===== config.mk =====
export PLATFORM = sky130hd
export DESIGN_NAME = wlvl_sweep_ctrl
export DESIGN_NICKNAME = d
export VERILOG_FILES = /design/src/rtl/wlvl_pkg.sv /design/src/rtl/wlvl_timer.sv /design/src/rtl/wlvl_slip_thr.sv /design/src/rtl/wlvl_sweep_ctrl.sv
export SDC_FILE = /design/constraint.sdc
export NUM_CORES = 1
export LEC_CHECK = 0
export BUFFER_PORTS_ARGS = -buffer_cell sky130_fd_sc_hd__buf_2
export CAP_MARGIN = 20
export CORE_ASPECT_RATIO = 1.4
export CORE_MARGIN = 1.5
export CORE_UTILIZATION = 45
export CTS_CLUSTER_SIZE = 28
export DETAILED_ROUTE_END_ITERATION = 7
export SYNTH_ARGS = -nofsm -noshare
export SYNTH_HDL_FRONTEND = slang
export SYNTH_SLANG_ARGS = --single-unit

===== constraint.sdc =====
create_clock -name clk -period 18.7 [get_ports clk]
set_clock_uncertainty 0.15 [all_clocks]
set_input_delay 1.87 -clock clk [delete_from_list [all_inputs] [get_ports clk]]
set_output_delay 1.87 -clock clk [all_outputs]
set_load 0.005 [all_outputs]

===== src/rtl/wlvl_pkg.sv =====
package wlvl_pkg;

   typedef enum logic [3:0] {
      ST_IDLE,
      ST_EN_WAIT,
      ST_LANE_RST,
      ST_STROBE,
      ST_SETTLE,
      ST_SAMPLE,
      ST_INC,
      ST_LANE_END,
      ST_LVL_OFF,
      ST_BS_SCAN,
      ST_BS_PULSE
   } wlvl_state_t;

endpackage


===== src/rtl/wlvl_timer.sv =====
module wlvl_timer #(
   parameter int TW = 8
) (
   input  logic          clk,
   input  logic          rst_n,
   input  logic          load_i,
   input  logic [TW-1:0] load_val_i,
   output logic          zero_o
);

   logic [TW-1:0] cnt_q;

   always_ff @(posedge clk or negedge rst_n) begin
      if (!rst_n)
         cnt_q <= '0;
      else if (load_i)
         cnt_q <= load_val_i;
      else if (cnt_q != '0)
         cnt_q <= cnt_q - 1'b1;
   end

   assign zero_o = (cnt_q == '0);


   timer_down_chk: assert property (@(posedge clk) disable iff (!rst_n)
      (!load_i && !zero_o) |=> (cnt_q == $past(cnt_q) - 1'b1));

endmodule


===== src/rtl/wlvl_slip_thr.sv =====
module wlvl_slip_thr #(
   parameter int LANES = 4,
   parameter int DW    = 6
) (
   input  logic [LANES*DW-1:0] dly_flat_i,
   input  logic [LANES-1:0]    hiskew_i,
   output logic                any_o,
   output logic [DW-1:0]       thr_o
);

   logic [DW-1:0] dly_arr [LANES];
   logic [DW-1:0] min_v;

   for (genvar g = 0; g < LANES; g++) begin : g_unpack
      assign dly_arr[g] = dly_flat_i[g*DW +: DW];
   end

   always_comb begin
      min_v = '1;
      for (int i = 0; i < LANES; i++) begin
         if (hiskew_i[i] && (dly_arr[i] < min_v))
            min_v = dly_arr[i];
      end
   end

   assign any_o = |hiskew_i;
   assign thr_o = min_v >> 1;

endmodule


===== src/rtl/wlvl_sweep_ctrl.sv =====
module wlvl_sweep_ctrl
   import wlvl_pkg::*;
#(
   parameter int LANES       = 4,
   parameter int MAX_DLY     = 32,
   parameter int SETTLE_CYC  = 10,
   parameter int ENABLE_WAIT = 100,
   parameter int BS_PULSES   = 3,
   localparam int DW  = $clog2(MAX_DLY + 1),
   localparam int LIW = (LANES > 1) ? $clog2(LANES) : 1,
   localparam int TMX = (ENABLE_WAIT > SETTLE_CYC) ? ENABLE_WAIT : SETTLE_CYC,
   localparam int TW  = $clog2(TMX + 1),
   localparam int BW  = $clog2(BS_PULSES + 1)
) (
   input  logic                clk,
   input  logic                rst_n,
   input  logic                start_i,
   input  logic                fb_i,
   output logic                done_o,
   output logic                pass_o,
   output logic                lvl_en_o,
   output logic [LANES-1:0]    lane_sel_o,
   output logic                dly_rst_o,
   output logic                dly_inc_o,
   output logic                strobe_o,
   output logic                bitslip_o,
   output logic [LANES*DW-1:0] lane_dly_o,
   output logic [LANES-1:0]    lane_hiskew_o
);

   if (LANES < 1 || MAX_DLY < 2 || BS_PULSES < 1 || SETTLE_CYC < 0 || ENABLE_WAIT < 1)
   begin : g_param_bad
      $error("wlvl_sweep_ctrl: illegal parameter set");
   end

   localparam logic [DW-1:0]  MAX_V  = DW'(MAX_DLY);
   localparam logic [LIW-1:0] LAST_L = LIW'(LANES - 1);
   localparam logic [BW-1:0]  BS_END = BW'(BS_PULSES - 1);

   wlvl_state_t    state_q;
   logic [LIW-1:0] lane_q;
   logic [DW-1:0]  cnt_q;
   logic           seek_q;
   logic           first_q;
   logic           hs_cur_q;
   logic           fail_q;
   logic           done_q;
   logic           pass_q;
   logic           lvl_en_q;
   logic [BW-1:0]  bs_cnt_q;
   logic [DW-1:0]  dly_q [LANES];
   logic [LANES-1:0] hs_q;

   logic          tmr_load;
   logic [TW-1:0] tmr_val;
   logic          tmr_zero;
   logic          slip_any;
   logic [DW-1:0] slip_thr;
   logic          seek_now;
   logic          found;
   logic [DW-1:0] cnt_nxt;
   logic          last_lane;
   logic          sel_act;

   // ---------------- wait timer ----------------
   assign tmr_load = ((state_q == ST_IDLE) && start_i) || (state_q == ST_STROBE);
   assign tmr_val  = (state_q == ST_IDLE) ? TW'(ENABLE_WAIT) : TW'(SETTLE_CYC);

   wlvl_timer #(.TW(TW)) i_timer (
      .clk        (clk),
      .rst_n      (rst_n),
      .load_i     (tmr_load),
      .load_val_i (tmr_val),
      .zero_o     (tmr_zero)
   );

   // ---------------- bitslip threshold ----------------
   wlvl_slip_thr #(.LANES(LANES), .DW(DW)) i_slip_thr (
      .dly_flat_i (lane_dly_o),
      .hiskew_i   (hs_q),
      .any_o      (slip_any),
      .thr_o      (slip_thr)
   );

   // ---------------- search step decision ----------------
   always_comb begin
      seek_now  = !fb_i || (seek_q && !first_q);
      found     = seek_now && fb_i;
      cnt_nxt   = cnt_q + 1'b1;
      last_lane = (lane_q == LAST_L);
   end

   // ---------------- sequencer ----------------
   always_ff @(posedge clk or negedge rst_n) begin
      if (!rst_n) begin
         state_q  <= ST_IDLE;
         lane_q   <= '0;
         cnt_q    <= '0;
         seek_q   <= 1'b0;
         first_q  <= 1'b0;
         hs_cur_q <= 1'b0;
         fail_q   <= 1'b0;
         done_q   <= 1'b0;
         pass_q   <= 1'b0;
         lvl_en_q <= 1'b0;
         bs_cnt_q <= '0;
         hs_q     <= '0;
         for (int i = 0; i < LANES; i++) dly_q[i] <= '0;
      end else begin
         unique case (state_q)
            ST_IDLE: begin
               if (start_i) begin
                  done_q   <= 1'b0;
                  pass_q   <= 1'b0;
                  fail_q   <= 1'b0;
                  lvl_en_q <= 1'b1;
                  lane_q   <= '0;
                  state_q  <= ST_EN_WAIT;
               end
            end
            ST_EN_WAIT: begin
               if (tmr_zero) state_q <= ST_LANE_RST;
            end
            ST_LANE_RST: begin
               cnt_q    <= '0;
               seek_q   <= 1'b0;
               first_q  <= 1'b1;
               hs_cur_q <= 1'b0;
               state_q  <= ST_STROBE;
            end
            ST_STROBE: begin
               state_q <= ST_SETTLE;
            end
            ST_SETTLE: begin
               if (tmr_zero) state_q <= ST_SAMPLE;
            end
            ST_SAMPLE: begin
               first_q <= 1'b0;
               seek_q  <= seek_now;
               if (first_q) hs_cur_q <= fb_i;
               if (found) begin
                  state_q <= ST_LANE_END;
               end else begin
                  cnt_q <= cnt_nxt;
                  if (cnt_nxt >= MAX_V) state_q <= ST_LANE_END;
                  else                  state_q <= ST_INC;
               end
            end
            ST_INC: begin
               state_q <= ST_STROBE;
            end
            ST_LANE_END: begin
               dly_q[lane_q] <= cnt_q;
               hs_q[lane_q]  <= hs_cur_q;
               if (cnt_q >= MAX_V) fail_q <= 1'b1;
               if (last_lane) begin
                  state_q <= ST_LVL_OFF;
               end else begin
                  lane_q  <= lane_q + 1'b1;
                  state_q <= ST_LANE_RST;
               end
            end
            ST_LVL_OFF: begin
               lvl_en_q <= 1'b0;
               lane_q   <= '0;
               if (fail_q || !slip_any) begin
                  done_q  <= 1'b1;
                  pass_q  <= !fail_q;
                  state_q <= ST_IDLE;
               end else begin
                  state_q <= ST_BS_SCAN;
               end
            end
            ST_BS_SCAN: begin
               bs_cnt_q <= '0;
               if (dly_q[lane_q] > slip_thr) begin
                  state_q <= ST_BS_PULSE;
               end else if (last_lane) begin
                  done_q  <= 1'b1;
                  pass_q  <= 1'b1;
                  state_q <= ST_IDLE;
               end else begin
                  lane_q <= lane_q + 1'b1;
               end
            end
            ST_BS_PULSE: begin
               bs_cnt_q <= bs_cnt_q + 1'b1;
               if (bs_cnt_q == BS_END) begin
                  if (last_lane) begin
                     done_q  <= 1'b1;
                     pass_q  <= 1'b1;
                     state_q <= ST_IDLE;
                  end else begin
                     lane_q  <= lane_q + 1'b1;
                     state_q <= ST_BS_SCAN;
                  end
               end
            end
            default: state_q <= ST_IDLE;
         endcase
      end
   end

   // ---------------- outputs ----------------
   assign sel_act = (state_q == ST_LANE_RST) || (state_q == ST_STROBE) ||
                    (state_q == ST_SETTLE)   || (state_q == ST_SAMPLE) ||
                    (state_q == ST_INC)      || (state_q == ST_LANE_END) ||
                    (state_q == ST_BS_PULSE);

   for (genvar g = 0; g < LANES; g++) begin : g_lane_out
      assign lane_sel_o[g]            = sel_act && (lane_q == LIW'(g));
      assign lane_dly_o[g*DW +: DW]   = dly_q[g];
      assign lane_hiskew_o[g]         = hs_q[g];
   end

   assign done_o    = done_q;
   assign pass_o    = pass_q;
   assign lvl_en_o  = lvl_en_q;
   assign dly_rst_o = (state_q == ST_LANE_RST);
   assign dly_inc_o = (state_q == ST_INC);
   assign strobe_o  = (state_q == ST_STROBE);
   assign bitslip_o = (state_q == ST_BS_PULSE);

   // ---------------- assertions ----------------

   lane_sel_onehot_chk: assert property (@(posedge clk) disable iff (!rst_n)
      $onehot0(lane_sel_o));


   rst_inc_excl_chk: assert property (@(posedge clk) disable iff (!rst_n)
      !(dly_rst_o && dly_inc_o));


   inc_then_strobe_chk: assert property (@(posedge clk) disable iff (!rst_n)
      dly_inc_o |=> strobe_o);


   strobe_sel_chk: assert property (@(posedge clk) disable iff (!rst_n)
      strobe_o |-> $onehot(lane_sel_o));


   strobe_needs_en_chk: assert property (@(posedge clk) disable iff (!rst_n)
      strobe_o |-> lvl_en_o);


   bitslip_quiet_chk: assert property (@(posedge clk) disable iff (!rst_n)
      bitslip_o |-> (!lvl_en_o && $onehot(lane_sel_o)));


   cnt_bound_chk: assert property (@(posedge clk) disable iff (!rst_n)
      cnt_q <= MAX_V);


   done_hold_chk: assert property (@(posedge clk) disable iff (!rst_n)
      (done_o && !start_i) |=> (done_o && $stable(pass_o) &&
                                $stable(lane_dly_o) && $stable(lane_hiskew_o)));


   done_en_low_chk: assert property (@(posedge clk) disable iff (!rst_n)
      done_o |-> !lvl_en_o);

endmodule


==> key figures <==
Floorplanning
  – Core area: 0.00825 mm^2
  – Core Rows: 39
  – I/O Pins: 43
  – Die span in x: 81.4 um
  – Initial Utilization: 46.9%
  – Die area: 0.00918 mm^2
  – Die H: 113 um

Routing
  – Vias: 3208
  – Post-Route WL: 9860 um
  – DRT Pass-1 Iters: 4
  – Vias per cell: 5.80
  – Post-DRT Antenna Nets: 0
  – WL/cell: 17.8 um
  – DRC: 0
  – 1st-iter DRT viols: 124

Power
  – Clk pwr share: 20.9%
  – Total power: 521 uW
  – Leak: 0.00203 uW
  – Sw power: 208 uW
  – Max VDD drop: 77.2 uV
  – Int Pwr: 313 uW
  – Power per cell area: 121 mW/mm^2
  – Sw Ratio: 39.8%
  – Share of power burned in registers: 37.5%
  – Combinational group share of total power: 41.7%

Critical path
  – Slowest cell on crit path: dfrtp_1
  – Max FO, Critical Path: 14
  – Most frequent CP cell: ha_1
  – R2R Path End: state_q[0]$_DFFE_PN0P_
  – Worst path max stage delay: 0.56 ns
  – Crit. Startpoint: lane_hiskew_o[0]$_DFFE_PN0P_
  – Crit path DAT: 8.34 ns
  – Critical path endpoint category: flop
  – Critical path required time: 18.73 ns
  – Setup crit end: state_q[0]$_DFFE_PN0P_
  – Critical path class: reg2reg
  – R2R cell count: 32
  – FF-to-FF Start: lane_hiskew_o[0]$_DFFE_PN0P_
  – Startpoint Class: flop
  – Reg2Reg Setup Slack: 10.39 ns

Global routing
  – Initial antenna violation count: 0
  – Global-route wire length before repair: 16100 um
  – Number of global-route vias before repair: 3167
  – Total gr overflow: 0
  – GRT Total Usage: 23.2%
  – Pin count of the biggest net entering global routing: 57

Timing
  – Hold Slack: 0.346 ns
  – Setup TNS: 0 ns
  – Final worst-path cycle share: 44.4%
  – Slew margin rel.: 48.1%
  – Final hold violations: 0
  – Final setup fails: 0
  – Min Tclk post-route: 8.31 ns
  – RSZ-0062 raised after global routing: false
  – Slew of the pin with the lowest slew margin: 0.772 ns
  – Fmax achieved: 0.120 GHz
  – Fin. max-slew vios: 0

Logic synthesis
  – Average cell area after synthesis: 9.33 um^2
  – Synth area leaders: dfrtp_1, ha_1, mux2_2
  – Share of the synthesized area in the top cell type: 36.2%
  – Unique masters post-synth: 60
  – Async SR Flop Fraction: 100%
  – FF+latch count, synth: 56
  – Top_reg_cell synth: dfrtp_1
  – Seq/Total Area, Yosys: 36.2%
  – Synth Warn #: 0
  – Syn_nets: 442
  – Top-count cell post-synth: dfrtp_1
  – Cell taking the most area after synthesis: dfrtp_1
  – Top post-synthesis cells by count: dfrtp_1, nand2_1, o21ai_0
  – EDFF count, synth: 0
  – Post-Syn Area: 0.00387 mm^2
  – Post-Synthesis Cells: 415

Clock tree
  – CTS Root Cell: clkbuf_16
  – Clk buf depth: 2
  – Hold buffer count at cts: 0
  – TritonCTS clock tree: built
  – Clock-pin slew of the registers on the worst-case setup and hold paths: 0.08 ns
  – CTS buffer count: 5
  – PostCTS Resize Cnt: 0
  – Post-CTS Setup Bufs: 0
  – Worst skew pair latency: 0.30 ns
  – Clock sinks: 56
  – H-tree levels: 2

Placed design
  – Port bufs: 42
  – GPL Wtd Cong: 0.918
  – Dpl hpwl: 7410 um
  – DP Area: 0.00414 mm^2

Final layout
  – Share of cells above drive strength 1: 22.0%
  – Layout Nets: 477
  – Finished Cell Area: 0.00431 mm^2
  – Layout area overhead: 11.4%
  – Fillers: 802
  – Diode count: 0

Hold path
  – Hold Crit Class: reg2reg

Job
  – # Max-Cap Violations: 0

Status
  – Status: finished, final reports clean
critical path: cells and delay by family, from the launching register on:
kind / cells / cell delay (ns)
adders and majority gates: 4 / 1.24
DFF: 1 / 0.56
muxes: 5 / 1.67
AOI/OAI and AO/OA: 11 / 2.48
buffers and inverters: 1 / 0.07
and+or+nand+nor: 11 / 2.01
power by group through the flow:
stage	combinational, uW	clock, uW	sequential, uW
after floorplan	184	0	171
after global placement	214	0	196
after detailed placement	217	0	197
after CTS	218	113	195
after global routing	248	116	201
final	217	109	195
layout by cell type (no fill, tap or decap), types with 8 or more instances in the layout:
| master | Yosys | layout |
|---|---|---|
| dfrtp_1 | 56 | 56 |
| nand2_1 | 42 | 42 |
| buf_2 | 1 | 42 |
| o21ai_0 | 39 | 39 |
| nor2_1 | 36 | 36 |
| a21oi_1 | 26 | 26 |
| inv_1 | 25 | 25 |
| mux2_2 | 23 | 23 |
| ha_1 | 23 | 23 |
| nor3_1 | 13 | 13 |
| mux2i_1 | 11 | 11 |
| nand2b_1 | 8 | 8 |
| nor2b_1 | 8 | 8 |
logic make-up (layout without fill, tap and decap cells):
logic type | after synthesis | count (layout) | share of synthesized area, %
compound gates | 99 | 99 | 16.6
xor+xnor | 8 | 8 | 2.00
buf+inv | 42 | 78 | 4.78
simple gates | 141 | 141 | 17.8
mux | 45 | 45 | 14.9
flops | 56 | 56 | 36.2
fa+ha+maj | 24 | 24 | 7.72
worst min path at each step:
| stage | from | end | slack (ns) | cells after the start |
|---|---|---|---|---|
| after floorplan | seek_q$_DFFE_PN0P_ | seek_q$_DFFE_PN0P_ | 0.30 | 2 |
| after global placement | seek_q$_DFFE_PN0P_ | seek_q$_DFFE_PN0P_ | 0.32 | 2 |
| after detailed placement | seek_q$_DFFE_PN0P_ | seek_q$_DFFE_PN0P_ | 0.33 | 2 |
| after CTS | seek_q$_DFFE_PN0P_ | seek_q$_DFFE_PN0P_ | 0.35 | 2 |
| after global routing | lvl_en_o$_DFFE_PN0P_ | lvl_en_o$_DFFE_PN0P_ | 0.41 | 2 |
| final | seek_q$_DFFE_PN0P_ | seek_q$_DFFE_PN0P_ | 0.35 | 2 |
area by class of cell:
cell class	instances	area (um^2)	share of cell area [%]
timing repair buffer	45	233	5.40
clock buffer	5	125	2.90
inverter	25	93.8	2.18
sequential	56	1400	32.5
tap	102	128	2.96
multi-input combinational	317	2280	53.0
clock inverter	3	47.5	1.10
state kept, by name (all words and copies together), names as in the netlist:
register       cells
lane_q             2
lane_dly_o        24
hs_cur_q           1
state_q            4
cnt_q              6
i_timer.cnt_q      7
pass_o             1
bs_cnt_q           2
done_o             1
seek_q             1
lvl_en_o           1
first_q            1
fail_q             1
lane_hiskew_o      4
stage by stage:
step,util [%],cells,worst slack (ns)
after global placement,50.2,545,10.67
after detailed placement,50.2,545,10.42
after floorplan,-,415,11.26
final,52.3,553,10.39
after CTS,52.3,553,10.40
after global routing,52.3,553,9.78
layer usage:
layer / vias to the layer above / track usage (%) / wire length [um]
met2: 62 / 42.1 / 5320
met4: 0 / 9.54 / 246
li1: 1551 / - / -
met3: 17 / 2.58 / 218
met1: 1578 / 26.8 / 4070
met5: - / 0 / 0
Power figures use the tool's default switching activity.
